### src/rtl/booth_pkg.sv
package booth_pkg;

    typedef enum logic [1:0] {
        ST_IDLE = 2'd0,
        ST_RUN  = 2'd1,
        ST_DONE = 2'd2
    } booth_state_e;

    typedef enum logic [1:0] {
        OP_PASS = 2'd0,
        OP_ADD  = 2'd1,
        OP_SUB  = 2'd2
    } booth_op_e;

endpackage

### src/rtl/booth_recoder.sv
module booth_recoder
    import booth_pkg::*;
(
    input  logic      cur_bit,
    input  logic      guard_bit,
    output booth_op_e op
);
    always_comb begin
        unique case ({cur_bit, guard_bit})
            2'b10:   op = OP_SUB;
            2'b01:   op = OP_ADD;
            default: op = OP_PASS;
        endcase
    end
endmodule

### src/rtl/booth_addsub.sv
module booth_addsub
    import booth_pkg::*;
#(
    parameter int N = 8
) (
    input  logic [N:0]   acc_hi,
    input  logic [N-1:0] mcand,
    input  booth_op_e    op,
    output logic [N:0]   result
);
    localparam int AW = N + 1;

    logic [AW-1:0] mcand_ext;
    assign mcand_ext = {mcand[N-1], mcand};

    always_comb begin
        unique case (op)
            OP_ADD:  result = acc_hi + mcand_ext;
            OP_SUB:  result = acc_hi - mcand_ext;
            default: result = acc_hi;
        endcase
    end
endmodule

### src/rtl/booth_step_cnt.sv
module booth_step_cnt #(
    parameter int N = 8
) (
    input  logic clk,
    input  logic rst_n,
    input  logic clear,
    input  logic advance,
    output logic last
);
    localparam int CW = (N > 1) ? $clog2(N) : 1;
    localparam logic [CW-1:0] LAST_IDX = CW'(N - 1);

    logic [CW-1:0] cnt_q;

    always_ff @(posedge clk or negedge rst_n) begin
        if (!rst_n) begin
            cnt_q <= '0;
        end else if (clear) begin
            cnt_q <= '0;
        end else if (advance) begin
            cnt_q <= cnt_q + 1'b1;
        end
    end

    assign last = (cnt_q == LAST_IDX);
endmodule

### src/rtl/booth_mul_seq.sv
module booth_mul_seq
    import booth_pkg::*;
#(
    parameter int N = 8
) (
    input  logic           clk,
    input  logic           rst_n,
    input  logic           start,
    input  logic [N-1:0]   multiplicand,
    input  logic [N-1:0]   multiplier,
    output logic           busy,
    output logic           done,
    output logic [2*N-1:0] product
);
    localparam int HW = N + 1;

    booth_state_e state_q, state_d;

    logic [HW-1:0] hi_q;
    logic [N-1:0]  lo_q;
    logic          guard_q;
    logic [N-1:0]  mcand_q;

    logic          accept;
    logic          stepping;
    logic          last_step;
    booth_op_e     step_op;
    logic [HW-1:0] hi_sum;

    assign accept   = (state_q == ST_IDLE) && start;
    assign stepping = (state_q == ST_RUN);

    booth_recoder u_rec (
        .cur_bit   (lo_q[0]),
        .guard_bit (guard_q),
        .op        (step_op)
    );

    booth_addsub #(.N(N)) u_alu (
        .acc_hi (hi_q),
        .mcand  (mcand_q),
        .op     (step_op),
        .result (hi_sum)
    );

    booth_step_cnt #(.N(N)) u_cnt (
        .clk     (clk),
        .rst_n   (rst_n),
        .clear   (accept),
        .advance (stepping),
        .last    (last_step)
    );

    // state register
    always_ff @(posedge clk or negedge rst_n) begin
        if (!rst_n) begin
            state_q <= ST_IDLE;
        end else begin
            state_q <= state_d;
        end
    end

    // transitions: accept, step, finish, release
    always_comb begin
        state_d = state_q;
        unique case (state_q)
            ST_IDLE: if (start) state_d = ST_RUN;
            ST_RUN:  if (last_step) state_d = ST_DONE;
            ST_DONE: state_d = ST_IDLE;
            default: state_d = ST_IDLE;
        endcase
    end

    // datapath registers: load on accept, add/sub then arithmetic shift on each step
    always_ff @(posedge clk or negedge rst_n) begin
        if (!rst_n) begin
            hi_q    <= '0;
            lo_q    <= '0;
            guard_q <= 1'b0;
            mcand_q <= '0;
        end else if (accept) begin
            hi_q    <= '0;
            lo_q    <= multiplier;
            guard_q <= 1'b0;
            mcand_q <= multiplicand;
        end else if (stepping) begin
            hi_q    <= {hi_sum[HW-1], hi_sum[HW-1:1]};
            lo_q    <= {hi_sum[0], lo_q[N-1:1]};
            guard_q <= lo_q[0];
        end
    end

    // outputs
    always_comb begin
        busy = 1'b0;
        done = 1'b0;
        unique case (state_q)
            ST_RUN:  busy = 1'b1;
            ST_DONE: done = 1'b1;
            default: ;
        endcase
    end

    assign product = {hi_q[N-1:0], lo_q};
endmodule

### config.mk
export PLATFORM = sky130hd
export DESIGN_NAME = booth_mul_seq
export DESIGN_NICKNAME = d
export VERILOG_FILES = /design/src/rtl/booth_pkg.sv /design/src/rtl/booth_recoder.sv /design/src/rtl/booth_addsub.sv /design/src/rtl/booth_step_cnt.sv /design/src/rtl/booth_mul_seq.sv
export SDC_FILE = /design/constraint.sdc
export NUM_CORES = 1
export LEC_CHECK = 0
export BUFFER_PORTS_ARGS = -buffer_cell sky130_fd_sc_hd__buf_4
export CORE_MARGIN = 3
export CORE_UTILIZATION = 46
export DETAILED_ROUTE_END_ITERATION = 12
export PLACE_DENSITY_LB_ADDON = 0.08
export SLEW_MARGIN = 20
export SYNTH_ARGS = -nofsm -noshare
export SYNTH_HDL_FRONTEND = slang
export SYNTH_SLANG_ARGS = --single-unit
### constraint.sdc
create_clock -name clk -period 7.9 [get_ports clk]
set_input_delay 0.395 -clock clk [delete_from_list [all_inputs] [get_ports clk]]
set_output_delay 0.395 -clock clk [all_outputs]
set_load 0.03 [all_outputs]
## Word-level counts from Yosys, hierarchy flattened

Index checks and enable logic that the tools add are counted.

- Register bits after elaboration: 31
- Input port bits: 19
- Word-level logic and storage cells: 37

- Eq/ne operators: 9
- Mux-type cells: 15
- $add $sub $neg: 3
- Reductions and logical operators: 4

Operators with widths:

| operator | number |
|---|---|
| 9-bit 2-to-1 mux | 2 |
| 9-bit one-hot mux with 2 select lines | 1 |
| 8-bit 2-to-1 mux | 2 |
| 9-bit adder | 1 |
| 9-bit subtractor | 1 |
| 2-bit one-hot mux with 2 select lines | 2 |
| 2-bit by 1-bit == test with 1-bit output (second input constant) | 3 |
| 2-bit == test (second input constant) | 3 |
| 3-bit 2-to-1 mux | 2 |
| 1-bit 2-to-1 mux | 4 |
| 2-bit 2-to-1 mux | 2 |
| 3-bit by 1-bit adder with 3-bit output (second input constant) | 1 |
| 3-bit == test (second input constant) | 1 |
| 2-bit zero test | 1 |
| 2-bit by 1-bit != test with 1-bit output (second input constant) | 1 |
| 2-bit != test (second input constant) | 1 |
| 2-bit AND reduction | 1 |
| 2-bit nonzero test | 1 |
| 1-bit logical AND | 1 |

## Depth between registers and ports, before layout

- Depth in word-level cells: 6
- Gate-level depth with buffers: 11
- Depth with buffers taken out: 11

## Hierarchy

Synthesis repeated with hierarchy kept, for this count alone.

- Cells, all modules: 192
- Area total of the unflattened synthesis: 1,943.1 um2

Modules (own cells, without submodules):

| module | sequential area each (um2) | times used | cells an instance | area each (um2) |
|---|---|---|---|---|
| booth_mul_seq | 675.6 | 1 | 84 | 1,113.6 |
| booth_addsub | 0.0 | 1 | 95 | 674.4 |
| booth_step_cnt | 75.1 | 1 | 11 | 140.1 |
| booth_recoder | 0.0 | 1 | 2 | 15.0 |

## Worst setup path before layout

OpenSTA, ideal clock, no wires.

- Path kind: flip-flop to flip-flop
- Start point: register guard_q
- End point: register hi_q[6]
- Path slack: 5,360 ps
- Arrival time: 2,445 ps
- Stages on the path, launching flop included: 12
- Clock period less this slack: 2,540 ps
- Buffers on the path: 1
- Setup time: 95 ps
- Cell sequence: dfrtp_1 > inv_1 > ha_1 > clkbuf_1 > mux2_2 > inv_1 > ha_1 > nor2b_4 > o211a_1 > o2111a_1 > o31a_1 > o31ai_1

- Longest elaborated chain between the ends: 6
- Elaborated cells on any way between the ends: 8

RTL lines:

| item | RTL line | RTL |
|---|---|---|
| start: declaration | booth_mul_seq.sv:21 | `logic guard_q;` |
| start signal: assignment | booth_mul_seq.sv:89 | `guard_q <= lo_q[0];` |
| 2-bit by 1-bit == test with 1-bit output or 2-bit == test (tied branches) | booth_recoder.sv:9 | `unique case ({cur_bit, guard_bit})` |
| 2-bit one-hot mux with 2 select lines * | booth_recoder.sv:9 |  |
| 2-bit == test or 2-bit by 1-bit == test with 1-bit output (tied branches) | booth_addsub.sv:17 | `unique case (op)` |
| 9-bit one-hot mux with 2 select lines * | booth_addsub.sv:17 |  |
| 9-bit 2-to-1 mux * | booth_mul_seq.sv:86 | `end else if (stepping) begin` |
| 9-bit 2-to-1 mux * | booth_mul_seq.sv:81 | `end else if (accept) begin` |
| end signal: assignment | booth_mul_seq.sv:87 | `hi_q <= {hi_sum[HW-1], hi_sum[HW-1:1]};` |
| end: declaration | booth_mul_seq.sv:19 | `logic [HW-1:0] hi_q;` |

Mark *: on every way between the ends. The rest lies on a longest branch, timed or not. The select of a mux whose other input is x is not followed.
A chain may end at the register's enable or synchronous reset.

## Worst setup path in the final report

- Start point: register mcand_q[0]
- End point: register hi_q[7]

- Longest elaborated chain between the ends: 4
- Elaborated cells on any way between the ends: 5

RTL lines:

| item | RTL line | RTL |
|---|---|---|
| start: declaration | booth_mul_seq.sv:22 | `logic [N-1:0] mcand_q;` |
| start signal: assignment | booth_mul_seq.sv:85 | `mcand_q <= multiplicand;` |
| 9-bit subtractor or 9-bit adder (tied branches) | booth_addsub.sv:19, booth_addsub.sv:18 |  |
| 9-bit one-hot mux with 2 select lines * | booth_addsub.sv:17 |  |
| 9-bit 2-to-1 mux * | booth_mul_seq.sv:86 |  |
| 9-bit 2-to-1 mux * | booth_mul_seq.sv:81 |  |

Marked as above.

==> summary.txt <==
Clock tree
  – Htree depth: 2
  – Post-cts sizing count: 0
  – CTS clk-pin slew, worst paths: 0.07 ns
  – Post-CTS setup buffers: 0
  – CTS tree: built
  – TritonCTS Sinks: 30
  – Total CTS buffers: 5
  – Clk Latency, worst-skew pair: 0.28 ns
  – Post-CTS Hold Buffers: 0
  – CTS Root Cell: clkbuf_8
  – Bufs on Longest Clock Path: 2

Yosys
  – Ys Warns: 0
  – Seq/Total Area, Yosys: 40.2%
  – Yosys reg bits: 30
  – Syn Area/Cell: 9.33 um^2
  – Synth Cell Area: 1870 um^2
  – Mapped Nets: 232
  – Number of flops mapped to enable cells by yosys: 0
  – Top_reg_cell synth: dfrtp_1
  – Yosys cell types: 44
  – Post-synth ARST share: 100%
  – Cells after Synth: 200

Setup path
  – Crit-path max FO: 5
  – R2r startpoint: mcand_q[0]
  – R2R Setup Slk: around 5.2 ns
  – Worst setup EP type: register
  – Crit path DAT: about 2.9 ns
  – R2R depth: 11
  – Worst Setup SP: mcand_q[0]
  – CP startpoint kind: register
  – Reg2reg end: hi_q[7]
  – Critical path data required time: 8.11 ns
  – Crit path to: hi_q[7]
  – Critical path class: register to register

Global routing
  – Pin count of the biggest net entering global routing: 31
  – GRT Total Usage: 19.0%
  – First-pass GRT wire length: between 7 and 8 mm
  – Initial antenna violation count: 0
  – Vias in the first global route: about 1600
  – Gr ovfl total: 0

Worst hold path
  – Min-Delay Path Class: primary input to async pin

Floorplan
  – Die area: 4860 um^2
  – CORE AREA: 3800 um^2
  – Die width: 69.7 um
  – Row cnt: 22
  – Initial Util: 49.1%
  – Die Ht: 69.7 um
  – # IOs: 37

Final layout
  – Fillers: ~350
  – Multi-input logic area: 1040 um^2
  – Syn-to-layout area delta: 20.5%
  – Register Area: 751 um^2
  – Most common cell after layout, fill and taps aside: buf_4
  – Most frequent cells in the layout: buf_4, dfrtp_1, nand2_1
  – Share of cells above drive strength 1: a little under a quarter
  – Nets: around 270
  – N_diodes: 0

Timing
  – Setup TNS: 0 ns
  – Fin crit share: 33.6%
  – Final hold violation count: 0
  – Final number of setup-violating endpoints: 0
  – Worst slew pin tran: approximately 0.73 ns
  – Max transition margin: ~50%
  – Pins over their slew limit: 0
  – Max Fclk: 377 MHz
  – RSZ-0062 raised after global routing: no
  – Clock skew: 0.00298 ns
  – Fin crit period: 2.65 ns

Job
  – Total of max-cap violations: 0

Routing
  – Routed WL: 4.15 mm
  – Drt first pass iters: 4
  – DRC viols: 0
  – DRT iter0 DRCs: 140
  – Number of nets with antenna violations after routing: 0
  – Wirelength per Cell: 14.7 um
  – Routed via count: 1594
  – DR vias/cell: between 5 and 6

Run status
  – Status: complete, no violations

Placement
  – Post-DP HPWL: 3.07 mm
  – IO Port Bufs: 36
  – Gp weighted congestion: around 0.96
[through the flow]
step                instances  area [um^2]  util (%)  setup slack (ns)  hold WS [ns]
finish                    283         2250      59.2              5.25        0.0251
global route              283         2250      59.2              4.96        0.0561
CTS                       283         2250      59.2              5.25        0.0415
detailed placement        275         2160      56.8              5.28         0.352
global placement          275         2160      56.8              5.33         0.343
floorplan                 200         1870         -              5.36        0.0994
[worst min path at each step]
stage | from | end | slack [ns] | cells after the start
after CTS | rst_n | hi_q[2] | 0.04 | 1
after detailed placement | rst_n | hi_q[2] | 0.35 | 1
after global placement | rst_n | hi_q[2] | 0.34 | 1
after global routing | rst_n | hi_q[2] | 0.06 | 1
after floorplan | rst_n | guard_q | 0.1 | 0
final | rst_n | hi_q[2] | 0.03 | 1
[flip-flops by register name, summed over array words and instances (netlist names)]
signal / count
u_cnt.cnt_q: 3
mcand_q: 8
state_q: 2
hi_q: 8
lo_q: 8
guard_q: 1
[critical path: stages (launching register included)]
cell and delay, ns:
dfrtp_1 0.41, inv_1 0.09, ha_1 0.16, nor3b_1 0.38, nor2_1 0.10, xnor2_1 0.20, ha_1 0.32, o21a_1 0.13
o31a_1 0.13, o21ai_0 0.24, mux2i_1 0.24, mux2i_1 0.19
[cell type report]
cell class,count,area share (%)
clock buffer,7,3.84
clock inverter,1,0.222
inverter,9,1.50
multi-input combinational,151,46.1
sequential,30,33.4
tap,48,2.67
timing repair buffer,37,12.3
[layer usage]
metal | global-route usage [%] | share of wire (%) | vias up
li1 | - | - | 783
met1 | 27.3 | 47 | 759
met2 | 27.8 | 45 | 44
met3 | 5.07 | 5.8 | 8
met4 | 5.96 | 1.8 | 0
met5 | 0 | 0 | -
[synthesized netlist by cell type (2+ instances only)]
cell      number  area [um^2]
a21oi_1       18         90.1
nor2_1        13         48.8
mux2i_1        2         20.0
xnor2_1        6         52.6
a22o_1         3         26.3
mux2_2         6         67.6
o21ai_0       20          100
nand2_1       21         78.8
o22ai_1        2         12.5
and2_1         2         12.5
nor3_1         4         20.0
a32oi_1        3         26.3
o31a_1         2         17.5
inv_1          8         30.0
ha_1          12          150
dfrtp_1       30          751
o21a_1         3         22.5
nor4_1         2         12.5
o31ai_1        2         15.0
nor2b_4        2         27.5
and3b_1        8         70.1
nor2b_1        2         12.5
buf_2          4         20.0
clkbuf_1       5         18.8
[logic make-up (layout without fill, tap and decap cells)]
group	after synthesis	count (layout)	share of synthesized area [%]
fa+ha+maj	13	13	9.12
xor+xnor	7	7	3.28
flops	30	30	40.2
buf+inv	19	54	4.29
compound gates	61	61	20.3
simple gates	62	62	18.1
mux	8	8	4.69
Power is not shown: default switching activity piles up to over one toggle a cycle in this logic, so the estimate is an artifact.
